[src/rtl/opnd_pkg.sv]
`timescale 1ns/1ps
package opnd_pkg;
  localparam int IW  = 16;
  localparam int RIW = 4;

  localparam logic [RIW-1:0] REG_PC = 4'd0;
  localparam logic [RIW-1:0] REG_SP = 4'd1;
  localparam logic [RIW-1:0] REG_SR = 4'd2;
  localparam logic [RIW-1:0] REG_CG = 4'd3;

  typedef enum logic [2:0] {
    ST_IDLE,
    ST_SEXT,
    ST_SRD,
    ST_DEXT,
    ST_DONE
  } seq_st_e;

  typedef enum logic [1:0] {
    DK_REG  = 2'd0,
    DK_MEM  = 2'd1,
    DK_DROP = 2'd2
  } dst_kind_e;

  // Field order follows the bit layout of the instruction word, MSB first.
  typedef struct packed {
    logic [3:0]     op;
    logic [RIW-1:0] sreg;
    logic           dmode;
    logic           bw;
    logic [1:0]     smode;
    logic [RIW-1:0] dreg;
  } ins_f_t;
endpackage

[src/rtl/opnd_constgen.sv]
`timescale 1ns/1ps
module opnd_constgen
  import opnd_pkg::*;
#(
  parameter int DW = 16
) (
  input  logic [RIW-1:0] sreg,
  input  logic [1:0]     smode,
  output logic           hit,
  output logic [DW-1:0]  val
);
  always_comb begin
    hit = 1'b0;
    val = '0;
    if (sreg == REG_CG) begin
      hit = 1'b1;
      unique case (smode)
        2'b00:   val = '0;
        2'b01:   val = DW'(1);
        2'b10:   val = DW'(2);
        default: val = '1;
      endcase
    end else if (sreg == REG_SR && smode[1]) begin
      hit = 1'b1;
      val = smode[0] ? DW'(8) : DW'(4);
    end
  end
endmodule

[src/rtl/opnd_decode.sv]
`timescale 1ns/1ps
module opnd_decode
  import opnd_pkg::*;
#(
  parameter int DW = 16
) (
  input  logic [IW-1:0] word,
  output ins_f_t        fld,
  output logic          need_sext,
  output logic          need_srd,
  output logic          need_dext,
  output logic          is_const,
  output logic [DW-1:0] cval
);
  opnd_constgen #(.DW(DW)) u_cg (
    .sreg  (fld.sreg),
    .smode (fld.smode),
    .hit   (is_const),
    .val   (cval)
  );

  always_comb begin
    fld       = ins_f_t'(word);
    need_sext = (fld.smode == 2'b01) && (fld.sreg != REG_CG);
    need_srd  = need_sext || (fld.smode[1] && !is_const);
    need_dext = fld.dmode && (fld.dreg != REG_CG);
  end
endmodule

[src/rtl/opnd_ea_add.sv]
`timescale 1ns/1ps
module opnd_ea_add
  import opnd_pkg::*;
#(
  parameter int DW = 16
) (
  input  logic [RIW-1:0] ridx,
  input  logic [DW-1:0]  pc,
  input  logic [DW-1:0]  rval,
  input  logic [DW-1:0]  idx,
  output logic [DW-1:0]  addr
);
  logic [DW-1:0] base;

  always_comb begin
    if (ridx == REG_SR)      base = '0;
    else if (ridx == REG_PC) base = pc;
    else                     base = rval;
    addr = base + idx;
  end
endmodule

[src/rtl/opnd_seq.sv]
`timescale 1ns/1ps
module opnd_seq
  import opnd_pkg::*;
#(
  parameter int DW = 16
) (
  input  logic                clk,
  input  logic                rst_n,
  input  logic                instr_valid,
  output logic                instr_ready,
  input  logic [15:0]         instr_word,
  output logic                mem_req,
  output logic [DW-1:0]       mem_addr,
  input  logic                mem_rvalid,
  input  logic [DW-1:0]       mem_rdata,
  output logic [3:0]          rf_rs_addr,
  input  logic [DW-1:0]       rf_rs_data,
  output logic [3:0]          rf_rd_addr,
  input  logic [DW-1:0]       rf_rd_data,
  output logic                rf_we,
  output logic [3:0]          rf_waddr,
  output logic [DW-1:0]       rf_wdata,
  output logic                done,
  output logic [DW-1:0]       src_val,
  output logic [1:0]          dst_kind,
  output logic [DW-1:0]       dst_loc,
  output logic [3:0]          op_out,
  output logic                byte_out
);
  localparam logic [DW-1:0] PC_STEP = DW'(2);
  localparam logic [DW-1:0] B_STEP  = DW'(1);

  seq_st_e       st_q, st_d;
  ins_f_t        dec_f, f_q;
  logic          dec_sext, dec_srd, dec_dext, dec_const;
  logic [DW-1:0] dec_cval;
  logic          dx_q;
  logic [DW-1:0] pc_q, ea_q, sval_q, dloc_q;
  dst_kind_e     dk_q;
  logic          accept, mem_done;
  logic [DW-1:0] sbase, src_ea, dst_ea, inc_step;

  opnd_decode #(.DW(DW)) u_dec (
    .word      (instr_word),
    .fld       (dec_f),
    .need_sext (dec_sext),
    .need_srd  (dec_srd),
    .need_dext (dec_dext),
    .is_const  (dec_const),
    .cval      (dec_cval)
  );

  opnd_ea_add #(.DW(DW)) u_src_ea (
    .ridx (f_q.sreg),
    .pc   (pc_q),
    .rval (rf_rs_data),
    .idx  (mem_rdata),
    .addr (src_ea)
  );

  opnd_ea_add #(.DW(DW)) u_dst_ea (
    .ridx (f_q.dreg),
    .pc   (pc_q),
    .rval (rf_rd_data),
    .idx  (mem_rdata),
    .addr (dst_ea)
  );

  // Handshakes and register-file port steering
  always_comb begin
    instr_ready = (st_q == ST_IDLE);
    accept      = instr_valid && instr_ready;
    mem_req     = (st_q == ST_SEXT) || (st_q == ST_SRD) || (st_q == ST_DEXT);
    mem_done    = mem_req && mem_rvalid;
    mem_addr    = (st_q == ST_SRD) ? ea_q : pc_q;
    rf_rs_addr  = (st_q == ST_IDLE) ? dec_f.sreg : f_q.sreg;
    rf_rd_addr  = (st_q == ST_IDLE) ? REG_PC : f_q.dreg;
    sbase       = (dec_f.sreg == REG_PC) ? rf_rd_data : rf_rs_data;
    inc_step    = (f_q.bw && f_q.sreg != REG_PC && f_q.sreg != REG_SP) ? B_STEP : PC_STEP;
    rf_we       = mem_done && ((st_q != ST_SRD) || (f_q.smode == 2'b11));
    rf_waddr    = (st_q == ST_SRD) ? f_q.sreg : REG_PC;
    rf_wdata    = (st_q == ST_SRD) ? (ea_q + inc_step) : (pc_q + PC_STEP);
  end

  // Next-state logic
  always_comb begin
    st_d = st_q;
    unique case (st_q)
      ST_IDLE: if (accept) begin
        if (dec_sext)      st_d = ST_SEXT;
        else if (dec_srd)  st_d = ST_SRD;
        else if (dec_dext) st_d = ST_DEXT;
        else               st_d = ST_DONE;
      end
      ST_SEXT: if (mem_rvalid) st_d = ST_SRD;
      ST_SRD:  if (mem_rvalid) st_d = dx_q ? ST_DEXT : ST_DONE;
      ST_DEXT: if (mem_rvalid) st_d = ST_DONE;
      ST_DONE: st_d = ST_IDLE;
      default: st_d = ST_IDLE;
    endcase
  end

  always_ff @(posedge clk or negedge rst_n) begin
    if (!rst_n) begin
      st_q   <= ST_IDLE;
      f_q    <= '0;
      dx_q   <= 1'b0;
      pc_q   <= '0;
      ea_q   <= '0;
      sval_q <= '0;
      dloc_q <= '0;
      dk_q   <= DK_REG;
    end else begin
      st_q <= st_d;
      if (accept) begin
        f_q    <= dec_f;
        dx_q   <= dec_dext;
        pc_q   <= rf_rd_data;
        ea_q   <= sbase;
        sval_q <= dec_const ? dec_cval : sbase;
        if (dec_f.dreg == REG_CG) begin
          dk_q   <= DK_DROP;
          dloc_q <= '0;
        end else if (!dec_f.dmode) begin
          dk_q   <= DK_REG;
          dloc_q <= DW'(dec_f.dreg);
        end else begin
          dk_q   <= DK_MEM;
          dloc_q <= '0;
        end
      end
      if (mem_done) begin
        unique case (st_q)
          ST_SEXT: begin
            ea_q <= src_ea;
            pc_q <= pc_q + PC_STEP;
          end
          ST_SRD: begin
            sval_q <= mem_rdata;
            if (f_q.smode == 2'b11 && f_q.sreg == REG_PC) pc_q <= pc_q + PC_STEP;
          end
          ST_DEXT: begin
            dloc_q <= dst_ea;
            pc_q   <= pc_q + PC_STEP;
          end
          default: ;
        endcase
      end
    end
  end

  always_comb begin
    done     = (st_q == ST_DONE);
    src_val  = sval_q;
    dst_kind = dk_q;
    dst_loc  = dloc_q;
    op_out   = f_q.op;
    byte_out = f_q.bw;
  end
endmodule

[config.mk]
export PLATFORM = sky130hd
export DESIGN_NAME = opnd_seq
export DESIGN_NICKNAME = d
export VERILOG_FILES = /design/src/rtl/opnd_pkg.sv /design/src/rtl/opnd_constgen.sv /design/src/rtl/opnd_decode.sv /design/src/rtl/opnd_ea_add.sv /design/src/rtl/opnd_seq.sv
export SDC_FILE = /design/constraint.sdc
export NUM_CORES = 1
export LEC_CHECK = 0
export BUFFER_PORTS_ARGS = -buffer_cell sky130_fd_sc_hd__buf_2
export CAP_MARGIN = 10
export CORE_ASPECT_RATIO = 1.1
export CORE_MARGIN = 3
export CORE_UTILIZATION = 29
export CTS_CLUSTER_SIZE = 16
export DETAILED_ROUTE_END_ITERATION = 16
export PLACE_DENSITY = 0.56
export SYNTH_ARGS = -nofsm -noshare
export SYNTH_HDL_FRONTEND = slang
export SYNTH_SLANG_ARGS = --single-unit
[constraint.sdc]
create_clock -name clk -period 5.3 [get_ports clk]
set_input_delay 0.53 -clock clk [delete_from_list [all_inputs] [get_ports clk]]
set_output_delay 0.53 -clock clk [all_outputs]
set_load 0.1 [all_outputs]
# [After elaboration in Yosys (flattened, before gate mapping)]
# Index checks and enable logic that the tools add are counted.
[word_totals] input_bits=68 reg_bits=85 wordCells=103 out_inout_bits=87
[op_classes] n_addsub=4 n_mux=44 n_reduce_logical=23 eq_ne=20
[op_table] op="16-bit 2-to-1 mux" n=21
[op_table] op="16-bit one-hot mux with 3 select lines" n=1
[op_table] op="16-bit adder" n=2
[op_table] op="16-bit one-hot mux with 2 select lines" n=1
[op_table] op="4-bit 2-to-1 mux" n=7
[op_table] op="3-bit 2-to-1 mux" n=8
[op_table] op="4-bit by 2-bit equality test with 1-bit output (second input constant)" n=5
[op_table] op="16-bit by 2-bit adder with 16-bit output" n=1
[op_table] op="16-bit by 2-bit adder with 16-bit output (second input constant)" n=1
[op_table] op="4-bit zero test" n=3
[op_table] op="3-bit one-hot mux with 4 select lines" n=1
[op_table] op="1-bit logical AND" n=10
[op_table] op="4-bit by 2-bit inequality test with 1-bit output (second input constant)" n=2
[op_table] op="3-bit by 2-bit equality test with 1-bit output (second input constant)" n=2
[op_table] op="2-bit inequality test (second input constant)" n=3
[op_table] op="2-bit equality test (second input constant)" n=2
[op_table] op="1-bit logical OR" n=4
[op_table] op="2-bit 2-to-1 mux" n=2
[op_table] op="4-bit by 1-bit inequality test with 1-bit output (second input constant)" n=1
[op_table] op="4-bit AND reduction" n=1
[op_table] op="4-bit nonzero test" n=1
[op_table] op="3-bit by 1-bit equality test with 1-bit output (second input constant)" n=1
[op_table] op="3-bit equality test (second input constant)" n=1
[op_table] op="3-bit zero test" n=1
[op_table] op="other kinds (7)" n=9

# [Longest topological paths before layout]
[logic_depth] ltp_word=11 mapped_depth=13

# [Modules after synthesis]
# From an unflattened synthesis, not the netlist that was laid out.
[unflattened] hier_cells=1007 area_unflattened_um2=7822.5
[by_module_without_submodules] module="opnd_seq" area_per_inst_um2=5245.0 n_inst=1 cells_per_inst=629
[by_module_without_submodules] module="opnd_ea_add" area_per_inst_um2=1124.8 n_inst=2 cells_per_inst=167
[by_module_without_submodules] module="opnd_decode" area_per_inst_um2=172.7 n_inst=1 cells_per_inst=23
[by_module_without_submodules] module="opnd_constgen" area_per_inst_um2=155.1 n_inst=1 cells_per_inst=21

# [Worst setup path before layout]
# OpenSTA, ideal clock, no wires.
[synth_timing] path_kind="register -> output" startpoint="register f_q, in the netlist byte_out" endpoint="output port rf_wdata[14]" slack_ns=0.377 t_arrival_ns=4.393 path_stages_with_launch=9 path_cell_list="dfrtp_1 > o31ai_1 > inv_1 > ha_1 > fa_1 > nand4_1 > nor2_1 > nand4_1 > a221oi_1"
[synth_between] elab_chain_cells=5
[synth_rtl] item="start, declared" line_no="opnd_seq.sv:34" text="ins_f_t dec_f, f_q;"
[synth_rtl] item="start signal, assigned" line_no="opnd_seq.sv:106" text="f_q <= '0;"
[synth_rtl] item="start signal, assigned" line_no="opnd_seq.sv:116" text="f_q <= dec_f;"
[synth_rtl] item="1-bit logical AND (2 in a row)" line_no="opnd_seq.sv:79" text="inc_step = (f_q.bw && f_q.sreg != REG_PC && f_q.sreg != REG_SP) ? B_STEP : PC_STEP;"
[synth_rtl] item="2-bit 2-to-1 mux" line_no="opnd_seq.sv:79"
[synth_rtl] item="16-bit by 2-bit adder with 16-bit output" line_no="opnd_seq.sv:82" text="rf_wdata = (st_q == ST_SRD) ? (ea_q + inc_step) : (pc_q + PC_STEP);"
[synth_rtl] item="16-bit 2-to-1 mux" line_no="opnd_seq.sv:82"
[synth_rtl] item="end, declared" line_no="opnd_seq.sv:22" text="output logic [DW-1:0] rf_wdata,"
# No other way between the ends.

# [Worst setup path after layout]
[layout_timing] startpoint="register f_q[9] (netlist bit)" endpoint="output port rf_wdata[10]"
[layout_between] elab_chain_cells=6 word_cells_on_any_way=7 cone_classes="1 x add/sub; 1 x eq/ne; 2 x mux; 3 x reduce/logical"
[layout_rtl] item="4-bit nonzero test" line_no="opnd_seq.sv:79"
[layout_rtl] item="1-bit logical AND" line_no="opnd_seq.sv:79"
[layout_rtl] item="1-bit logical AND *" line_no="opnd_seq.sv:79"
[layout_rtl] item="2-bit 2-to-1 mux *" line_no="opnd_seq.sv:79"
[layout_rtl] item="16-bit by 2-bit adder with 16-bit output *" line_no="opnd_seq.sv:82"
[layout_rtl] item="16-bit 2-to-1 mux *" line_no="opnd_seq.sv:82"
# Mark *: on every way between the ends. The rest lies on a longest branch, timed or not.

==> metrics.yaml <==
grt:
  antenna_found_initial: 2
  grt_pass1_wl_um: 40400
  grt_max_degree: 67
  globalRouteTotalUtil: 0.198
  gr-total-overflow: 0
  grt_pass1_vias: 6837
min_path:
  hold_path.class: "in2async"
critical_path:
  worstSetupEndpointType: "output port"
  critPathLaunchType: "register"
  path_cells: "o31ai_1 > inv_1 > ha_1 > fa_1 > and4_1 > nand4_1 > xnor2_1 > nand2_1 > o21ai_0 > buf_2"
  cpMaxStageDelayCell: "dfrtp_1"
  crit_path_max_fanout: 21
  crit_family: "compound AO/OA/AOI/OAI gates"
  setup.worst_path.class: "reg2out"
  arrival_ns: 3.52
  worstPathRequired_ns: 4.77
  max_stage_delay_ns: 0.65
  cp_num_buf_inv: 2
sta:
  fin_worst_skew_ns: 0.0111
  tightest_slew_ns: 1.19
  slew_violations: 0
  setup_tns_ns: 0
  finalSetupViolations: 0
  grt_setup_unrepaired: "false"
  min_period_ns: 4.05
  maxSlewHeadroom: 0.203
  hold_ws_ns: 0.0476
  fin_crit_sh: 0.764
  hold_viol_final: 0
  max_freq_ghz: 0.247
clock_tree:
  cts_tree: "done"
  htreeDepth: 3
  cts_resized: 0
  postCtsSetupRepairBufs: 0
  cts_root_buffer: "clkbuf_16"
  clkLatencyLatePin_ns: 0.36
  cts_made_buffers: 9
  cts_buffer_depth: 2
  cts_sinks: 84
  cts_hold_buf: 0
  clkTransAtPathRegs_ns: 0.07
synth:
  synth_top_family_by_area: "simple AND/OR/NAND/NOR gates"
  synth_fa_ha_area_frac: 0.0677
  ys.flop_type: "dfrtp_1"
  synth_compound_gate_area_share: 0.202
  yosysSeqAreaShare: 0.301
  async_flop_share: 1.00
  syn_area_mm2: 0.00698
  synth_area_leaders: "dfrtp_1 (30%), nand2_1 (13%), ha_1 (5.9%)"
  synth_cell_types: 64
  synth_fp_nets: 1013
  ys_ff_latch: 84
  synth_most_common_cell: "nand2_1"
  synthMuxAreaShare: 0.0396
  synth_xor_area_frac: 0.0627
  yosys.area_share.simple: 0.281
  yosys_warnings: 0
  synth_top_area_frac: 0.301
  synthCells: 909
  synth-edff-count: 0
  syn_area_per_cell_um2: 7.68
  synthTopCellsByCount: "nand2_1 (240), dfrtp_1 (84), o21ai_0 (63)"
  synth_top_cell_by_area: "dfrtp_1"
die:
  fp.dieH_um: 169
  io_pins: 155
  core_mm2: 0.0233
  die_w_um: 154
  start_util: 0.300
  dieArea_mm2: 0.0260
  rows: 58
cells_and_area:
  fin_cells: 1320
  diodes: 0
  nets: 1120
  final_core_util: 0.352
  area_growth_pct: 17.5
  fillers: 2500
  drive_above_1_share: 0.188
placed_design:
  gp_congestion: 0.875
  dp_hpwl_um: 20000
  dp_cells: 1305
  numPortBuffers: 154
routing:
  vias: 7045
  antenna_left: 0
  dr.pass1.iters: 5
  viasPerCell: 5.34
  wl_per_cell_um: 19.9
  drc: 0
  wl_um: 26200
  drt_iter0_markers: 388
flow_run:
  max_cap_violations: 0
outcome:
  status: "finished clean"
==> layer usage <==
layer  vias to the layer above  GRT usage  share of wire
met3                        29     0.0373          0.060
met5                         -          0        0.00053
met2                       232      0.316           0.46
met4                         4     0.0476          0.016
li1                       3406          -              -
met1                      3374      0.279           0.46
==> cell usage in the layout (no fill, tap or decap), types with 13 or more instances in the layout <==
master and n:
o211ai_1 16, ha_1 33, o21ai_0 63, mux2i_1 22
and2_1 14, buf_2 153, nor2_1 47, a21oi_1 46
dfrtp_1 84, nand2_1 239, xnor2_1 23, nand3b_1 29
a211oi_1 13, xor2_1 27, nand3_1 17
==> sequential cells by signal (all words and copies together) (netlist names) <==
| name | flops |
|---|---|
| op_out | 4 |
| ea_q | 16 |
| dst_loc | 16 |
| st_q | 3 |
| src_val | 16 |
| byte_out | 1 |
| dst_kind | 1 |
| pc_q | 16 |
| dx_q | 1 |
| f_q | 10 |
==> cells by family after synthesis <==
logic type | Yosys count
mux | 27
fa+ha+maj | 36
flops | 84
xor+xnor | 50
compound gates | 221
buf+inv | 74
simple gates | 417
==> layout make-up <==
type,count,area [um^2],share of cell area
Multi-Input combinational cell,751,4560,0.556
Sequential cell,84,2100,0.256
Timing Repair Buffer,161,826,0.101
Tap cell,300,375,0.0458
Clock buffer,10,229,0.0279
Clock inverter,5,77.6,0.00946
Inverter,9,33.8,0.00412
==> final timing paths <==
check,startpoint,endpoint,slack [ns],cells past startpoint
min reg2reg,dst_loc[7],dst_loc[7],0.47,2
max,f_q[9],rf_wdata[10],1.25,10
max reg2reg,f_q[0],dst_loc[14],1.78,11
min in group clk,instr_word[14],op_out[2],0.37,3
min,rst_n,dst_loc[1],0.05,1
max in group asynchronous,rst_n,ea_q[6],4.05,2
==> through the flow <==
step           instance area [um^2]  setup slack [ns]
2_1_floorplan                  6980             0.377
6_report                       8200              1.25
3_3_place_gp                   7900              1.69
5_1_grt                        8200             0.943
3_5_place_dp                   7900              1.64
4_1_cts                        8200              1.24
Power is not shown: default switching activity piles up to over one toggle a cycle in this logic, so the estimate is an artifact.
